### config.mk
export PLATFORM = sky130hd
export DESIGN_NAME = ldr_top
export DESIGN_NICKNAME = d
export VERILOG_FILES = /design/src/rtl/ldr_pkg.sv /design/src/rtl/ldr_seq.sv /design/src/rtl/ldr_pack.sv /design/src/rtl/ldr_top.sv
export SDC_FILE = /design/constraint.sdc
export NUM_CORES = 1
export LEC_CHECK = 0
export ABC_AREA = 1
export BUFFER_PORTS_ARGS = -buffer_cell sky130_fd_sc_hd__buf_2
export CAP_MARGIN = 10
export CORE_MARGIN = 4
export CORE_UTILIZATION = 50
export CTS_CLUSTER_DIAMETER = 100
export DETAILED_ROUTE_END_ITERATION = 6
export PLACE_DENSITY_LB_ADDON = 0.2
export SETUP_SLACK_MARGIN = 0.15
export SYNTH_ARGS = -nofsm -noshare
export SYNTH_HDL_FRONTEND = slang
export SYNTH_HIERARCHICAL = 1
export SYNTH_SLANG_ARGS = --single-unit
### constraint.sdc
create_clock -name clk -period 2.5 [get_ports clk]
set_clock_uncertainty 0.2 [all_clocks]
set_input_delay 0.125 -clock clk [delete_from_list [all_inputs] [get_ports clk]]
set_output_delay 0.125 -clock clk [all_outputs]
set_load 0.02 [all_outputs]
### src/rtl/ldr_pkg.sv
package ldr_pkg;
  typedef enum logic [1:0] {
    MODE_RUN   = 2'b00,
    MODE_TREE  = 2'b01,
    MODE_PARAM = 2'b10,
    MODE_TEST  = 2'b11
  } ldr_mode_e;
endpackage

### src/rtl/ldr_seq.sv
module ldr_seq #(
  parameter int NFIELD = 5,
  parameter int CW     = $clog2(NFIELD + 1)
) (
  input  logic          clk,
  input  logic          rst_n,
  input  logic [1:0]    mode,
  input  logic          fire,
  output logic [CW-1:0] idx,
  output logic          last
);
  import ldr_pkg::*;

  localparam logic [CW-1:0] TREE_LAST  = CW'(1);
  localparam logic [CW-1:0] PARAM_LAST = CW'(NFIELD);

  logic [1:0]    mode_q;
  logic [CW-1:0] cnt;
  logic          mode_chg;
  logic [CW-1:0] last_idx;

  assign mode_chg = (mode != mode_q);
  // A fresh mode always starts with the address beat
  assign idx      = mode_chg ? '0 : cnt;
  assign last_idx = (mode == MODE_TREE) ? TREE_LAST : PARAM_LAST;
  assign last     = fire && (idx == last_idx);

  always_ff @(posedge clk or negedge rst_n) begin
    if (!rst_n) begin
      mode_q <= MODE_RUN;
      cnt    <= '0;
    end else begin
      mode_q <= mode;
      if (fire)          cnt <= last ? '0 : idx + CW'(1);
      else if (mode_chg) cnt <= '0;
    end
  end

  a_r4_cnt_range: assert property (@(posedge clk) disable iff (!rst_n)
    cnt <= PARAM_LAST);
  // after a mode switch only the switch-cycle beat can have been counted
  a_r8_abort_clears: assert property (@(posedge clk) disable iff (!rst_n)
    (mode != mode_q) |=> (cnt <= CW'(1)));
endmodule

### src/rtl/ldr_pack.sv
module ldr_pack #(
  parameter int BUS_W  = 14,
  parameter int AW     = 14,
  parameter int FW     = 12,
  parameter int NFIELD = 5,
  parameter int CW     = $clog2(NFIELD + 1)
) (
  input  logic                 clk,
  input  logic                 rst_n,
  input  logic                 fire,
  input  logic [CW-1:0]        idx,
  input  logic [BUS_W-1:0]     din,
  output logic [AW-1:0]        addr_q,
  output logic [NFIELD*FW-1:0] fields_q
);
  always_ff @(posedge clk or negedge rst_n) begin
    if (!rst_n)                  addr_q <= '0;
    else if (fire && idx == '0)  addr_q <= din[AW-1:0];
  end

  for (genvar j = 0; j < NFIELD; j++) begin : g_field
    always_ff @(posedge clk or negedge rst_n) begin
      if (!rst_n)                         fields_q[j*FW +: FW] <= '0;
      else if (fire && idx == CW'(j + 1)) fields_q[j*FW +: FW] <= din[FW-1:0];
    end
  end
endmodule

### src/rtl/ldr_top.sv
module ldr_top #(
  parameter int TREE_AW = 14,
  parameter int PAR_AW  = 12,
  parameter int FW      = 12,
  parameter int NFIELD  = 5,
  parameter int AW      = (TREE_AW > PAR_AW) ? TREE_AW : PAR_AW,
  parameter int BUS_W   = (AW > FW) ? AW : FW
) (
  input  logic                 clk,
  input  logic                 rst_n,
  input  logic [1:0]           mode,
  input  logic                 in_valid,
  output logic                 in_ready,
  input  logic [BUS_W-1:0]     in_data,
  output logic                 tree_we,
  output logic [TREE_AW-1:0]   tree_addr,
  output logic [FW-1:0]        tree_wdata,
  output logic                 par_we,
  output logic [PAR_AW-1:0]    par_addr,
  output logic [NFIELD*FW-1:0] par_wdata
);
  import ldr_pkg::*;

  localparam int CW = $clog2(NFIELD + 1);

  logic          fire;
  logic          last;
  logic [CW-1:0] idx;
  logic [AW-1:0] addr_q;
  logic [NFIELD*FW-1:0] fields_q;

  assign in_ready = (mode == MODE_TREE) || (mode == MODE_PARAM);
  assign fire     = in_valid && in_ready;

  ldr_seq #(.NFIELD(NFIELD), .CW(CW)) u_seq (
    .clk(clk), .rst_n(rst_n), .mode(mode), .fire(fire), .idx(idx), .last(last)
  );

  ldr_pack #(.BUS_W(BUS_W), .AW(AW), .FW(FW), .NFIELD(NFIELD), .CW(CW)) u_pack (
    .clk(clk), .rst_n(rst_n), .fire(fire), .idx(idx), .din(in_data),
    .addr_q(addr_q), .fields_q(fields_q)
  );

  always_ff @(posedge clk or negedge rst_n) begin
    if (!rst_n) begin
      tree_we <= 1'b0;
      par_we  <= 1'b0;
    end else begin
      tree_we <= last && (mode == MODE_TREE);
      par_we  <= last && (mode == MODE_PARAM);
    end
  end

  assign tree_addr  = addr_q[TREE_AW-1:0];
  assign tree_wdata = fields_q[FW-1:0];
  assign par_addr   = addr_q[PAR_AW-1:0];
  assign par_wdata  = fields_q;

  a_r5_never_both: assert property (@(posedge clk) disable iff (!rst_n)
    !(tree_we && par_we));
  a_r5_tree_pulse: assert property (@(posedge clk) disable iff (!rst_n)
    tree_we |=> !tree_we);
  a_r5_par_pulse: assert property (@(posedge clk) disable iff (!rst_n)
    par_we |=> !par_we);
  a_r3_tree_after_beat: assert property (@(posedge clk) disable iff (!rst_n)
    tree_we |-> ($past(in_valid) && $past(mode) == MODE_TREE));
  a_r4_par_after_beat: assert property (@(posedge clk) disable iff (!rst_n)
    par_we |-> ($past(in_valid) && $past(mode) == MODE_PARAM));
  a_r9_idle_no_write: assert property (@(posedge clk) disable iff (!rst_n)
    ($past(mode) == MODE_RUN || $past(mode) == MODE_TEST) |-> !(tree_we || par_we));
endmodule

; After elaboration in Yosys (flattened, before gate mapping)
; Index checks and enable logic that the tools add are counted.
[totals]
ff_bits = 81
latchBits = 0
ramBits = 0
romBits = 0
out_inout_bits = 101
n_memories = 0
[classes]
add_sub_neg = 1
n_mul = 0
div = 0
order_cmp = 0
n_eq_ne = 9
n_shift = 0
muxes = 4
bitwise_logic = 0
reduce_logical = 12
[ops]
columns = operator, n
row1 = two-way mux 3 bit, 4
row2 = logical AND 1 bit, 10
row3 = "== test 3 x 2 -> 1 bit, second input constant", 2
row4 = "== test 3 bit, second input constant", 2
row5 = "adder 3 x 1 -> 3 bit, second input constant", 1
row6 = "== test 3 x 1 -> 1 bit, second input constant", 1
row7 = == test 3 bit, 1
row8 = zero test 3 bit, 1
row9 = "== test 2 x 1 -> 1 bit, second input constant", 1
row10 = "== test 2 bit, second input constant", 1
row11 = inequality test 2 bit, 1
row12 = logical OR 1 bit, 1

; Depth between registers and ports, before layout
[depth]
depth_word = 6
ltp_mapped = 13

; Modules after synthesis
; The synthesis kept the hierarchy.
[by_module_without_submodules]
columns = module, instances, cells_per_inst, area_each_um2
row1 = ldr_pack, 1, 335, 2950.3
row2 = ldr_seq, 1, 46, 329.1
row3 = ldr_top, 1, 37, 291.5

; Worst setup path after synthesis
; Ideal clock, no wire load.
[synth_path]
path_kind = register -> register
startpoint = register u_seq.mode_q[0]
endpoint = register u_seq.cnt[2]
setup_ns = 0.113
arrival_time_ns = 1.529
required_time_ns = 2.187
slack_ns = 0.658
path_stages_with_launch = 12
n_path_buf = 0
period_less_slack_ns = 1.842
cell_sequence = dfrtp_1 -> xnor2_2 -> nand3_1 -> inv_1 -> ha_1 -> nand2_1 -> inv_1 -> nand4_1 -> nand2_1 -> inv_1 -> nand2_1 -> inv_1
[synth_between]
elab_chain_len = 6
[synth_rtl]
columns = element, line_no
row1 = "start, declared", ldr_seq.sv:17  ; logic [1:0] mode_q;
row2 = "start signal, assigned", ldr_seq.sv:33  ; mode_q <= mode;
row3 = inequality test 2 bit (*), ldr_seq.sv:22  ; assign mode_chg = (mode != mode_q);
row4 = two-way mux 3 bit (*), ldr_seq.sv:24  ; assign idx = mode_chg ? '0 : cnt;
row5 = named net idx[0], ldr_top.sv:28  ; logic [CW-1:0] idx;
row6 = branches (longest 2 deep; another with adder 3 x 1 -> 3 bit), n/a
row7 = two-way mux 3 bit (*) (2 in series), ldr_seq.sv:34  ; if (fire) cnt <= last ? '0 : idx + CW'(1);
row8 = "end signal, assigned", ldr_seq.sv:34
row9 = "end, declared", ldr_seq.sv:18  ; logic [CW-1:0] cnt;
; Mark *: on every way through the listed nets, which the timed path passes.
; A chain may end at the register's enable or synchronous reset.

; Worst setup path after layout
[layout_path]
startpoint = register u_seq.mode_q[0]
endpoint = register u_pack.fields_q[29]
[layout_between]
elab_chain_len = 4
[layout_rtl]
columns = element, line_no
row1 = inequality test 2 bit, ldr_seq.sv:22
row2 = two-way mux 3 bit, ldr_seq.sv:24
row3 = named net idx[0], ldr_top.sv:28
row4 = == test 3 x 2 -> 1 bit, ldr_pack.sv:24  ; else if (fire && idx == CW'(j + 1)) fields_q[j*FW +: FW] <= din[FW-1:0];
row5 = logical AND 1 bit, ldr_pack.sv:24
row6 = "end signal, assigned by index", ldr_pack.sv:24
row7 = "end, declared", ldr_pack.sv:14  ; output logic [NFIELD*FW-1:0] fields_q
; The timed path passes the listed nets, and every way through them passes these cells.

==> impl_metrics.py <==
metrics = {
    "status": {
        "status": "completed",
    },
    "min_path": {
        "min_path_type": "input port to flip-flop",
    },
    "synth": {
        "ys_ff_latch": 81,
        "yosys_warnings": 6,
        "yosys.area.top_type": "dfrtp_1",
        "syn_avg_cell_area_sq_um": 8.54,
        "synth_area_sq_um": 3570,
        "yosys-top-cells-area": "dfrtp_1 57%, nand2_1 21%, nand3_1 7.3%",
        "synth_fp_nets": 441,
        "synth_top_area_share_pct": 56.8,
        "ys_types": 14,
        "netlist_instances": 418,
        "synth.yosys.seq_area_share_pct": 56.8,
    },
    "placement": {
        "place_area_sq_um": 4050,
        "gp_congestion": 0.816,
        "dpl.hpwl_mm": 6.28,
        "post-place-cells": 597,
        "place_ws_ns": 0.104,
        "portBuffers": 119,
    },
    "timing": {
        "max_freq_mhz": 448,
        "fin_ws_ns": 0.266,
        "drv_slew": 0,
        "holdWs_ns": 0.0184,
        "fin_crit_ns": 2.23,
        "max-slew-margin-rel_pct": 60.9,
        "hold_viol_final": 0,
        "setup_viol": 0,
        "worstMarginPinSlew_ns": 0.587,
        "tns_ns": 0,
        "fin_crit_sh_pct": 89.3,
        "rsz0062_at_grt": "yes",
    },
    "clocking": {
        "h-tree-depth": 3,
        "tritoncts.num_buffers": 9,
        "clk_pin_slew_ns": 0.08,
        "post_cts_buffers": 0,
        "ctsLongestPathBuffers": 2,
        "cts_root_buffer": "clkbuf_8",
        "cts.sinks": 81,
        "clkLatencyLatePin_ns": 0.35,
        "cts_tree": "done",
    },
    "final_layout": {
        "nets": 553,
        "fillers": 636,
        "stdcell_count": 631,
        "syn2layout_area_growth_pct": 24.2,
        "antennaDiodeCount": 0,
        "finalInstanceArea_sq_um": 4430,
        "drive_gt1_share_pct": 29.5,
    },
    "global_routing": {
        "grt-ovfl-total": 0,
        "grt_first_pass_wirelength_mm": 15.1,
        "grt_max_degree": 47,
        "grt_antenna_before_repair": 0,
        "grt_pass1_vias": 3029,
        "grt_usage_pct": 22.7,
    },
    "routing": {
        "drt-total-wl_mm": 9.58,
        "vias_per_cell": 4.92,
        "drt_iter0_drc": 293,
        "dr.pass1.iters": 4,
        "drcViolationCount": 0,
        "avgRoutedWirePerCell_um": 15.2,
        "dr_total_vias": 3103,
        "drt.antenna.violating_nets": 0,
    },
    "critical_path": {
        "crit_required_ns": 2.54,
        "arrival_ns": 2.27,
        "endpoint_kind": "flip-flop",
        "reg2reg_slack_ns": 0.27,
        "critPathLaunchType": "flip-flop",
        "path_max_fanout": 12,
        "crit_type": "flip-flop to flip-flop",
    },
    "floorplan": {
        "die_area_sq_um": 8560,
        "fp.dieH_um": 92.5,
        "initial_core_util_pct": 52.0,
        "core_area_sq_um": 6870,
        "row_count": 30,
        "num_io_pins": 120,
        "dieWidth_um": 92.5,
    },
    "pwr": {
        "p_per_area_nw_per_um2": 711,
        "peakVddDrop_mv": 0.288,
        "leakagePower_nw": 2.77,
    },
    "run": {
        "cap_violations": 0,
    },
}
layout by cell type, fill, tap and decap left out:
cell             n
buf_2          118
buf_4            6
clkbuf_8        10
clkinv_4         1
clkinvlp_4       3
dfrtp_1         81
dlygate4sd3_1   17
ha_1             4
inv_1           21
inv_2            5
inv_6            2
nand2_1        198
nand2_2          2
nand3_1         52
nand3_2          2
nand4_1          2
nor2_1           2
nor2_2           3
nor2_4           5
xnor2_2          1
path summary, 6_finish.rpt:
kind	start	end	depth (start not counted)
min reg2reg	u_pack/fields_q[41]$_DFFE_PN0P_	u_pack/fields_q[41]$_DFFE_PN0P_	2
min	mode[0]	par_we$_DFF_PN0_	5
max	u_seq/mode_q[0]$_DFF_PN0_	u_pack/fields_q[29]$_DFFE_PN0P_	8
max in group asynchronous	rst_n	u_pack/addr_q[5]$_DFFE_PN0P_	3
max reg2reg	u_seq/mode_q[0]$_DFF_PN0_	u_pack/fields_q[29]$_DFFE_PN0P_	8
min in group asynchronous	rst_n	u_pack/fields_q[40]$_DFFE_PN0P_	2
what timing repair did:
action	in CTS	in global routing
setup endpoints to repair	28	47
gates resized for setup	1	5
hold buffers	17	0
endpoints found under the hold margin	122	0
pin swaps	1	1
gates cloned	0	1
metrics by stage:
step | total power [mW] | utilization (%)
after floorplan | 2.08 | -
after global placement | 2.25 | 59.0
after detailed placement | 2.26 | 59.0
after CTS | 3.18 | 64.2
after global routing | 3.31 | 64.6
final | 3.15 | 64.6
logic make-up after synthesis:
kind of cell	share of synthesized area, %
fa+ha+maj	1.40
flops	56.8
xor+xnor	0.456
buf+inv	10.4
simple gates	31.0
cells in the mapped netlist:
cell type,number
buf_2,14
buf_4,27
dfrtp_1,81
ha_1,4
inv_1,22
inv_2,4
nand2_1,200
nand3_1,52
nand3_2,2
nand4_1,2
nor2_1,3
nor2_2,3
nor2_4,3
xnor2_2,1
where the power goes:
part	switching, mW	internal (mW)
clock network	0.501	0.396
logic	0.518	0.231
registers	0.0797	1.43
total	1.10	2.05
state kept, by name, summed over array words and instances, names as in the netlist:
signal / count
u_pack/addr_q: 14
tree_we: 1
u_seq/mode_q: 2
u_pack/fields_q: 60
par_we: 1
u_seq/cnt: 3
per-layer routing:
| metal | track usage [%] | share of wire, % |
|---|---|---|
| met1 | 32.0 | 43 |
| met2 | 34.6 | 46 |
| met3 | 5.28 | 9.4 |
| met4 | 8.17 | 1.2 |
| met5 | 0 | 0 |
worst max-delay path, cell delays in order (launching register included):
cell	delay, ns
dfrtp_1	0.40
xnor2_2	0.31
nand3_1	0.15
inv_1	0.34
nand2_1	0.19
inv_1	0.08
nand2_1	0.25
nand2_1	0.15
nand2_1	0.06
area by class of cell:
type / count / area, sq um / area share, %
clock inverter: 6 / 48.8 / 1.10
tap: 96 / 120 / 2.71
inverter: 26 / 97.6 / 2.20
sequential: 81 / 2030 / 45.7
timing repair buffer: 141 / 806 / 18.2
multi-input combinational: 271 / 1200 / 27.0
clock buffer: 10 / 138 / 3.10
No activity file was read; power rests on OpenSTA's default activity.
